**src/rtl/icd_pkg.sv**
```systemverilog
// Shared widths and types for the input change-of-state detector.
package icd_pkg;
    localparam int RD_W = 8;
    typedef logic [RD_W-1:0] rd_word_t;
endpackage

```
**src/rtl/icd_sync.sv**
```systemverilog
// Two-flop synchronizer for a bus of asynchronous inputs.
// Assumes each bit is independent; the reset value is the idle pin level.
module icd_sync #(
    parameter int   W       = 4,
    parameter logic RST_LVL = 1'b1
) (
    input  logic         clk,
    input  logic         rst_n,
    input  logic [W-1:0] d,
    output logic [W-1:0] q
);
    logic [W-1:0] meta;

    // Two-stage capture of the raw pins.
    always_ff @(posedge clk) begin
        if (!rst_n) begin
            meta <= {W{RST_LVL}};
            q    <= {W{RST_LVL}};
        end else begin
            meta <= d;
            q    <= meta;
        end
    end
endmodule

```
**src/rtl/icd_qual.sv**
```systemverilog
// Two-sample qualifier for one input: it accepts a new level only when two
// successive ticks see it. Assumes tick is a one-cycle pulse and din is
// already synchronized.
module icd_qual #(
    parameter logic RST_LVL = 1'b1
) (
    input  logic clk,
    input  logic rst_n,
    input  logic tick,
    input  logic din,
    output logic level,
    output logic accept
);
    logic prev_smp;

    // The accept strobe fires on the tick that confirms the new level.
    assign accept = tick && (din == prev_smp) && (din != level);

    // Sample history and the accepted level.
    always_ff @(posedge clk) begin
        if (!rst_n) begin
            prev_smp <= RST_LVL;
            level    <= RST_LVL;
        end else if (tick) begin
            prev_smp <= din;
            if (accept) level <= din;
        end
    end
endmodule

```
**src/rtl/icd_top.sv**
```systemverilog
// Input change-of-state detector: it synchronizes and qualifies the low
// inputs, latches sticky change flags, and multiplexes port and change
// register reads. Assumes smp_tick is a single-cycle pulse.
module icd_top
    import icd_pkg::*;
#(
    parameter int   PORT_W  = 7,
    parameter int   CHG_W   = 4,
    parameter logic RST_LVL = 1'b1
) (
    input  logic              clk,
    input  logic              rst_n,
    input  logic              smp_tick,
    input  logic [PORT_W-1:0] pin_in,
    input  logic              rd_chg,
    input  logic              rd_port,
    input  logic              irq_en,
    output logic [RD_W-1:0]   rd_data,
    output logic              irq
);
    localparam int PAD_W = RD_W - PORT_W;
    localparam int LVL_W = RD_W - CHG_W;

    logic [CHG_W-1:0] sync_in;
    logic [CHG_W-1:0] filt_lvl;
    logic [CHG_W-1:0] acc;
    logic [CHG_W-1:0] chg_flg;
    rd_word_t         chg_word;

    icd_sync #(.W(CHG_W), .RST_LVL(RST_LVL)) u_sync (
        .clk   (clk),
        .rst_n (rst_n),
        .d     (pin_in[CHG_W-1:0]),
        .q     (sync_in)
    );

    for (genvar i = 0; i < CHG_W; i++) begin : g_ch
        icd_qual #(.RST_LVL(RST_LVL)) u_qual (
            .clk    (clk),
            .rst_n  (rst_n),
            .tick   (smp_tick),
            .din    (sync_in[i]),
            .level  (filt_lvl[i]),
            .accept (acc[i])
        );
    end

    // Sticky flags: a read clears them, a same-cycle acceptance wins.
    always_ff @(posedge clk) begin
        if (!rst_n) chg_flg <= '0;
        else        chg_flg <= (rd_chg ? '0 : chg_flg) | acc;
    end

    // Assemble the change-register word: levels above, flags below.
    always_comb begin
        chg_word = '0;
        chg_word[CHG_W-1:0] = chg_flg;
        chg_word[CHG_W +: LVL_W] = LVL_W'(filt_lvl);
    end

    // Read multiplexer; the change register takes priority.
    always_comb begin
        if (rd_chg)       rd_data = chg_word;
        else if (rd_port) rd_data = {{PAD_W{1'b1}}, pin_in};
        else              rd_data = '0;
    end

    // Maskable interrupt from any pending flag.
    assign irq = irq_en && (|chg_flg);
endmodule

```
**config.mk**
```make
export PLATFORM = sky130hd
export DESIGN_NAME = icd_top
export DESIGN_NICKNAME = d
export VERILOG_FILES = /design/src/rtl/icd_pkg.sv /design/src/rtl/icd_sync.sv /design/src/rtl/icd_qual.sv /design/src/rtl/icd_top.sv
export SDC_FILE = /design/constraint.sdc
export NUM_CORES = 1
export LEC_CHECK = 0
export CAP_MARGIN = 20
export CORE_MARGIN = 1
export CORE_UTILIZATION = 50
export CTS_CLUSTER_DIAMETER = 120
export DETAILED_ROUTE_END_ITERATION = 7
export DONT_BUFFER_PORTS = 1
export GPL_ROUTABILITY_DRIVEN = 1
export HOLD_SLACK_MARGIN = 0.15
export PLACE_DENSITY = 0.68
export SLEW_MARGIN = 25
export SYNTH_ARGS = -nofsm -noshare
export SYNTH_HDL_FRONTEND = slang
export SYNTH_SLANG_ARGS = --single-unit
```
**constraint.sdc**
```tcl
create_clock -name clk -period 0.85 [get_ports clk]
set_input_delay 0.17 -clock clk [delete_from_list [all_inputs] [get_ports clk]]
set_output_delay 0.17 -clock clk [all_outputs]
set_load 0.03 [all_outputs]
```
==> impl_metrics.py, run 1 <==
metrics = {
    "status": {
        "status": "finished with violations",
        "violations": "DRC, setup timing",
    },
    "power": {
        "leakage_nw": 0.471,
        "seq_power_share_pct": 56.9,
        "p_per_area_mw_per_mm2": 1420,
        "swShare_pct": 23.3,
        "p_clk_share_pct": 32.5,
        "ir_worst_vdd_mv": 1.05,
        "pwr-share-comb_pct": 10.6,
        "internal_power_mw": 1.31,
        "p_switching_mw": 0.398,
    },
    "timing": {
        "hold_viol": 0,
        "max_slew.worst_pin.slew_ns": 0.515,
        "rsz0062_at_grt": "yes",
        "worst_hold_slack_ns": 0.000274,
        "slew_viol_final": 0,
        "min_period_ns": 1.36,
        "finalSetupViolCount": 15,
        "min_period_over_period_pct": 160,
        "slew-limit-headroom_pct": 65.7,
        "finClkSkew_ns": 0.00464,
        "fmaxAchievable_mhz": 735,
        "finalWorstSetupSlack_ns": -0.510,
    },
    "place": {
        "dpl.cell_count": 109,
        "numPortBuffers": 0,
        "dpl_worst_slack_ns": -0.163,
        "dp_hpwl_um": 1140,
        "place_congestion": 0.708,
    },
    "worst_setup_path": {
        "cp-end-kind": "output pin",
        "crit_fanout": 2,
        "worst_ep_arrival_time_ns": 1.19,
        "regToRegSetupSlack_ns": -0.07,
        "critPathMaxStageDelay_ns": 0.56,
        "r2r-start": "g_ch[2].u_qual.level",
        "start_kind": "flop",
        "rr_endpoint": "chg_flg[2]",
        "path_class": "reg2out",
        "crit_required_ns": 0.68,
        "rr_worst_depth": 4,
        "crit_family": "compound AO/OA/AOI/OAI gates",
        "critPathSlowestCell": "o41a_1",
        "path_cells": "o41a_1",
        "cp_num_buf_inv": 0,
    },
    "worst_hold_path": {
        "hp-start": "smp_tick",
        "whs_path_depth": 2,
        "hold_path_class": "in2reg",
        "min_to": "g_ch[0].u_qual.prev_smp",
    },
    "synth": {
        "ys_top_cells_by_count": "20 x dfxtp_1, 9 x a21oi_1, 9 x nand2b_1, 7 x or2b_1",
        "syn_area_um2": 885,
        "synth_fa_ha_area_share_pct": 0,
        "syn_inst": 90,
        "yosysTopAreaCellShare_pct": 45.3,
        "synth_seq_area_share_pct": 45.3,
        "yosysWarningCount": 0,
        "ys_ff_latch": 20,
        "yosys_most_used_dff": "dfxtp_1",
        "synth.most_common_cell": "dfxtp_1",
        "syn_area_per_cell_um2": 9.83,
        "synthDistinctLibCells": 23,
        "synthSimpleGateAreaFrac_pct": 25.6,
        "synth.area.top_cells": "dfxtp_1 45%, nand2b_1 6.4%, or2b_1 5.9%, a22o_1 5.9%, a21oi_1 5.1%",
        "async_flop_share_pct": 0,
        "synth_edf_count": 0,
        "synth_top_family_by_area": "simple AND/OR/NAND/NOR gates",
        "synth-xor-area-share_pct": 0,
        "yosysTopAreaCell": "dfxtp_1",
        "syn_nets": 103,
        "synth_compound_gate_area_share_pct": 18.7,
        "synthMuxAreaShare_pct": 4.53,
    },
    "clock_network": {
        "cts.sinks": 20,
        "numCtsBuffers": 3,
        "clock-root-buffer": "clkbuf_4",
        "cts_buffer_depth": 2,
        "h-tree-depth": 1,
        "cts_tree": "yes",
        "path_clk_slew_ns": 0.12,
        "insertion_delay_ns": 0.30,
        "ctsHoldBuffers": 5,
    },
    "routing": {
        "highest_layer": "met4",
        "viasPerCell": 5.69,
        "detail_route.first_pass.iterations": 6,
        "finalWirelength_um": 1760,
        "drt-initial-drc-count": 8,
        "wl_met3_um": 105,
        "wl_per_cell_um": 14.3,
        "num_vias": 700,
        "remaining_drc_errors": 1,
        "dr_wl_met2_um": 772,
        "antenna_left": 0,
        "wl_met1_um": 867,
    },
    "grt": {
        "grt_overflow_total": 0,
        "grt_max_degree": 20,
        "track_usage_pct": 20.2,
        "grt_pass1_vias": 622,
        "antenna_found_initial": 0,
        "grt_pass1_wl_um": 2810,
    },
    "die": {
        "ios": 22,
        "start_util_pct": 56.1,
        "die_w_um": 44.1,
        "coreArea_mm2": 0.00158,
        "rows": 14,
        "die-area_mm2": 0.00194,
        "die_height_um": 44.1,
    },
    "job": {
        "max_cap_viol_count": 0,
    },
    "finish": {
        "fin_cells": 123,
        "n_antenna_cell": 0,
        "areaGrowthSynthToFinish_pct": 35.9,
        "fin_nets": 121,
        "drive_above_1_share_pct": 44.9,
    },
}
-- layer usage --
metal	up-vias	global-route usage (%)
li1	359	-
met1	320	27.3
met2	19	29.4
met3	2	4.49
met4	0	12.1
met5	-	0
-- sequential cells by signal, indices dropped and copies added (netlist names) --
name / count
g_ch.u_qual.level: 4
u_sync.meta: 4
g_ch.u_qual.prev_smp: 4
chg_flg: 4
u_sync.q: 4
-- cells by family (layout without fill, tap and decap cells) --
group / after synthesis / in the layout
and+or+nand+nor: 34 / 34
buffers and inverters: 6 / 23
muxes: 4 / 4
AOI/OAI and AO/OA: 26 / 26
DFF: 20 / 20
-- stage by stage --
stage,TNS [ns],cell area (um2),power (mW),util [%]
2_1_floorplan,-0.348,940,1.16,-
3_3_place_gp,-0.469,968,1.14,61.4
3_5_place_dp,-0.544,968,1.14,61.4
4_1_cts,-6.96,1150,1.72,72.9
5_1_grt,-3.50,1200,1.77,76.3
6_report,-2.95,1200,1.70,76.3
-- power by group through the flow --
| stage | combinational [mW] | clock, mW | sequential, mW |
|---|---|---|---|
| 6_report | 0.180 | 0.554 | 0.970 |
| 5_1_grt | 0.190 | 0.606 | 0.974 |
| 4_1_cts | 0.175 | 0.572 | 0.970 |
| 3_5_place_dp | 0.142 | 0 | 0.998 |
| 3_3_place_gp | 0.140 | 0 | 0.996 |
| 2_1_floorplan | 0.168 | 0 | 0.994 |
-- cell type report --
cell class / instances / area, um2
Clock buffer: 4 / 36.3
Sequential cell: 20 / 419
Timing Repair Buffer: 18 / 184
Fill cell: 107 / 374
Multi-Input combinational cell: 64 / 539
Inverter: 1 / 3.75
Tap cell: 16 / 20.0
-- cells in the final DEF, fill, tap and decap left out --
cell type       synthesis  final
dlymetal6s4s_1          0      1
mux2i_1                 4      4
nor2_1                  3      3
nand4b_1                3      3
nand3_2                 3      3
inv_1                   1      1
a21oi_1                 9      2
nand2_2                 0      1
dfxtp_1                20     11
nand2b_1                9      7
clkbuf_8                0      1
o21ai_1                 5      5
a21o_4                  0      1
o21ai_2                 0      1
and3b_1                 1      1
nand2b_4                0      2
or2b_1                  7      7
a31oi_1                 3      3
a22o_4                  0      6
dlygate4sd3_1           0      4
buf_6                   1      9
dfxtp_4                 0      3
nand2_1                 6      5
nor2b_1                 1      1
o41a_1                  1      1
dfxtp_2                 0      6
a21oi_2                 0      7
nor3b_2                 1      1
buf_4                   1      4
clkbuf_4                0      3
-- what timing repair did --
action,CTS,global route
endpoints found under the hold margin,20,12
setup endpoints to repair,10,29
pin swaps,9,9
setup buffers,5,2
gates resized for setup,21,16
-- worst max path at each step --
stage / startpoint / to / slack, ns / depth (start not counted)
after global routing: chg_flg[1] / irq / -0.54 / 1
after CTS: chg_flg[1] / irq / -0.51 / 1
after global placement: chg_flg[3] / irq / -0.16 / 1
after floorplan: chg_flg[3] / irq / -0.16 / 1
after detailed placement: chg_flg[3] / irq / -0.16 / 1
final: chg_flg[1] / irq / -0.51 / 1
No activity file was read; power rests on OpenSTA's default activity.
==> run 2, diff against run 1 <==
- PLACE_DENSITY: 0.68 -> default
- clock period: 0.85 -> 1.59 ns (I/O delays scaled with it)
==> run 2 against run 1 <==
The run now ends clean. Worst setup slack gained 0.58 ns. Die area is the same. Register-to-register slack improved by 0.44 ns. Hold slack gained 0.16 ns. Utilization decreased by 14 points. Final area fell by 18%. Global-route usage fell by 1.9 points. Final cell count fell by 6.5%. Combinational power is 56% lower. First-iteration DRC count rose by 63%. Routed wire length shrank 11%. Sequential share of layout area is 5.8 points higher.
==> impl_metrics.py, run 2 (same netlist as run 1, synthesis figures left out) <==
metrics = {
    "worst_setup_path": {
        "crit_required_ns": 1.27,
        "path_class": "reg2out",
        "r2r-start": "u_sync.q[3]",
        "cp_num_buf_inv": 0,
        "cp-end-kind": "output pin",
        "crit_fanout": 3,
        "path_cells": "o41a_1",
        "critPathSlowestCell": "o41a_1",
        "rr_endpoint": "g_ch[3].u_qual.prev_smp",
        "rr_worst_depth": 3,
        "critPathMaxStageDelay_ns": 0.56,
        "worst_ep_arrival_time_ns": 1.20,
        "crit_family": "compound AO/OA/AOI/OAI gates",
        "regToRegSetupSlack_ns": 0.37,
        "start_kind": "flop",
    },
    "place": {
        "dpl_worst_slack_ns": 0.340,
        "numPortBuffers": 0,
        "place_congestion": 0.699,
    },
    "finish": {
        "mostFrequentLayoutCells": "20 x dfxtp_1, 9 x nand2b_1, 9 x a21oi_1",
        "n_antenna_cell": 0,
        "drive_above_1_share_pct": 11.1,
        "layout_commonest_cell": "dfxtp_1",
        "fin_nets": 113,
        "areaGrowthSynthToFinish_pct": 11.3,
    },
    "grt": {
        "grt_pass1_wl_um": 2630,
        "grt_overflow_total": 0,
        "antenna_found_initial": 0,
        "grt_max_degree": 20,
        "track_usage_pct": 18.3,
        "grt_pass1_vias": 621,
    },
    "die": {
        "die_w_um": 44.1,
        "die_height_um": 44.1,
        "ios": 22,
        "start_util_pct": 56.1,
        "coreArea_mm2": 0.00158,
        "rows": 14,
        "die-area_mm2": 0.00194,
    },
    "job": {
        "max_cap_viol_count": 0,
    },
    "timing": {
        "min_period_over_period_pct": 95.3,
        "max_slew.worst_pin.slew_ns": 0.353,
        "hold_viol": 0,
        "finalSetupViolCount": 0,
        "fmaxAchievable_mhz": 660,
        "finalWorstSetupSlack_ns": 0.0752,
        "rsz0062_at_grt": "no",
        "finClkSkew_ns": 0.00357,
        "slew-limit-headroom_pct": 76.4,
        "min_period_ns": 1.51,
        "tns_ns": 0,
        "slew_viol_final": 0,
    },
    "routing": {
        "viasPerCell": 5.79,
        "remaining_drc_errors": 0,
        "antenna_left": 0,
        "num_vias": 666,
        "wl_per_cell_um": 13.5,
        "drt-initial-drc-count": 13,
        "finalWirelength_um": 1560,
        "detail_route.first_pass.iterations": 4,
    },
    "power": {
        "p_clk_share_pct": 32.2,
        "leakage_nw": 0.362,
        "p_per_area_mw_per_mm2": 901,
        "seq_power_share_pct": 58.9,
        "ir_worst_vdd_mv": 0.565,
        "p_switching_mw": 0.196,
        "pwr-share-comb_pct": 8.9,
        "total_power_mw": 0.887,
        "internal_power_mw": 0.691,
        "swShare_pct": 22.1,
    },
    "clock_network": {
        "h-tree-depth": 1,
        "clock-root-buffer": "clkbuf_4",
        "path_clk_slew_ns": 0.10,
        "cts.sinks": 20,
        "insertion_delay_ns": 0.29,
        "cts_tree": "yes",
        "cts_buffer_depth": 2,
        "numCtsBuffers": 3,
        "cts_setup_buffers": 0,
    },
    "worst_hold_path": {
        "whs_path_depth": 2,
        "hold_path_class": "in2reg",
        "min_to": "g_ch[0].u_qual.prev_smp",
        "hp-start": "smp_tick",
    },
    "status": {
        "status": "finished, final reports clean",
    },
}
-- run 2: changes by cell type in the layout (fill, tap and decap cells not counted), moves of 2 or more --
cell / delta
buf_6: -9
a21oi_1: +7
nand2b_4: -2
a22o_1: +6
a21oi_2: -7
dfxtp_4: -3
a22o_4: -6
dfxtp_2: -6
dlygate4sd3_1: +3
nand2b_1: +2
dfxtp_1: +9
-- run 2: what timing repair did --
item                                   4_1_cts  5_1_grt
gates resized for setup                      0        0
hold buffers                                 7        0
endpoints found under the hold margin       13        0
-- run 2: power groups by stage --
stage / Combinational [mW] / Clock [mW] / Sequential [mW]
after detailed placement: 0.0636 / 0 / 0.533
after CTS: 0.0797 / 0.295 / 0.522
after global placement: 0.0632 / 0 / 0.533
final: 0.0793 / 0.286 / 0.522
after floorplan: 0.0771 / 0 / 0.531
after global routing: 0.0846 / 0.314 / 0.524
-- run 2: area by class of cell --
class	count	area, um2
inverter	1	3.75
tap	16	20.0
fill	129	592
sequential	20	400
multi-input combinational	64	432
timing repair buffer	10	92.6
clock buffer	4	36.3
-- run 2: per-layer routing --
layer,GRT usage [%],vias up,part of all wire (%)
met2,26.8,27,42
met5,0,-,0
met4,9.09,0,2.0
li1,-,339,-
met3,3.67,5,6.4
met1,25.6,295,50
-- run 2: metrics by stage --
step           utilization [%]  cell area, um2  hold slack [ns]  std cells
2_1_floorplan                -             885            0.385         90
3_3_place_gp              55.7             878            0.382        104
3_5_place_dp              55.7             878            0.386        104
4_1_cts                   62.5             985            0.154        115
5_1_grt                   62.5             985            0.157        115
6_report                  62.5             985            0.161        115
-- run 2: worst max path at each step --
stage	start	end	slack, ns	cells past startpoint
final	chg_flg[3]	irq	0.08	1
after global routing	chg_flg[3]	irq	0.02	1
after CTS	chg_flg[3]	irq	0.07	1
after detailed placement	rd_port	rd_data[5]	0.34	3
after global placement	rd_port	rd_data[5]	0.34	3
after floorplan	rd_chg	rd_data[3]	0.10	2
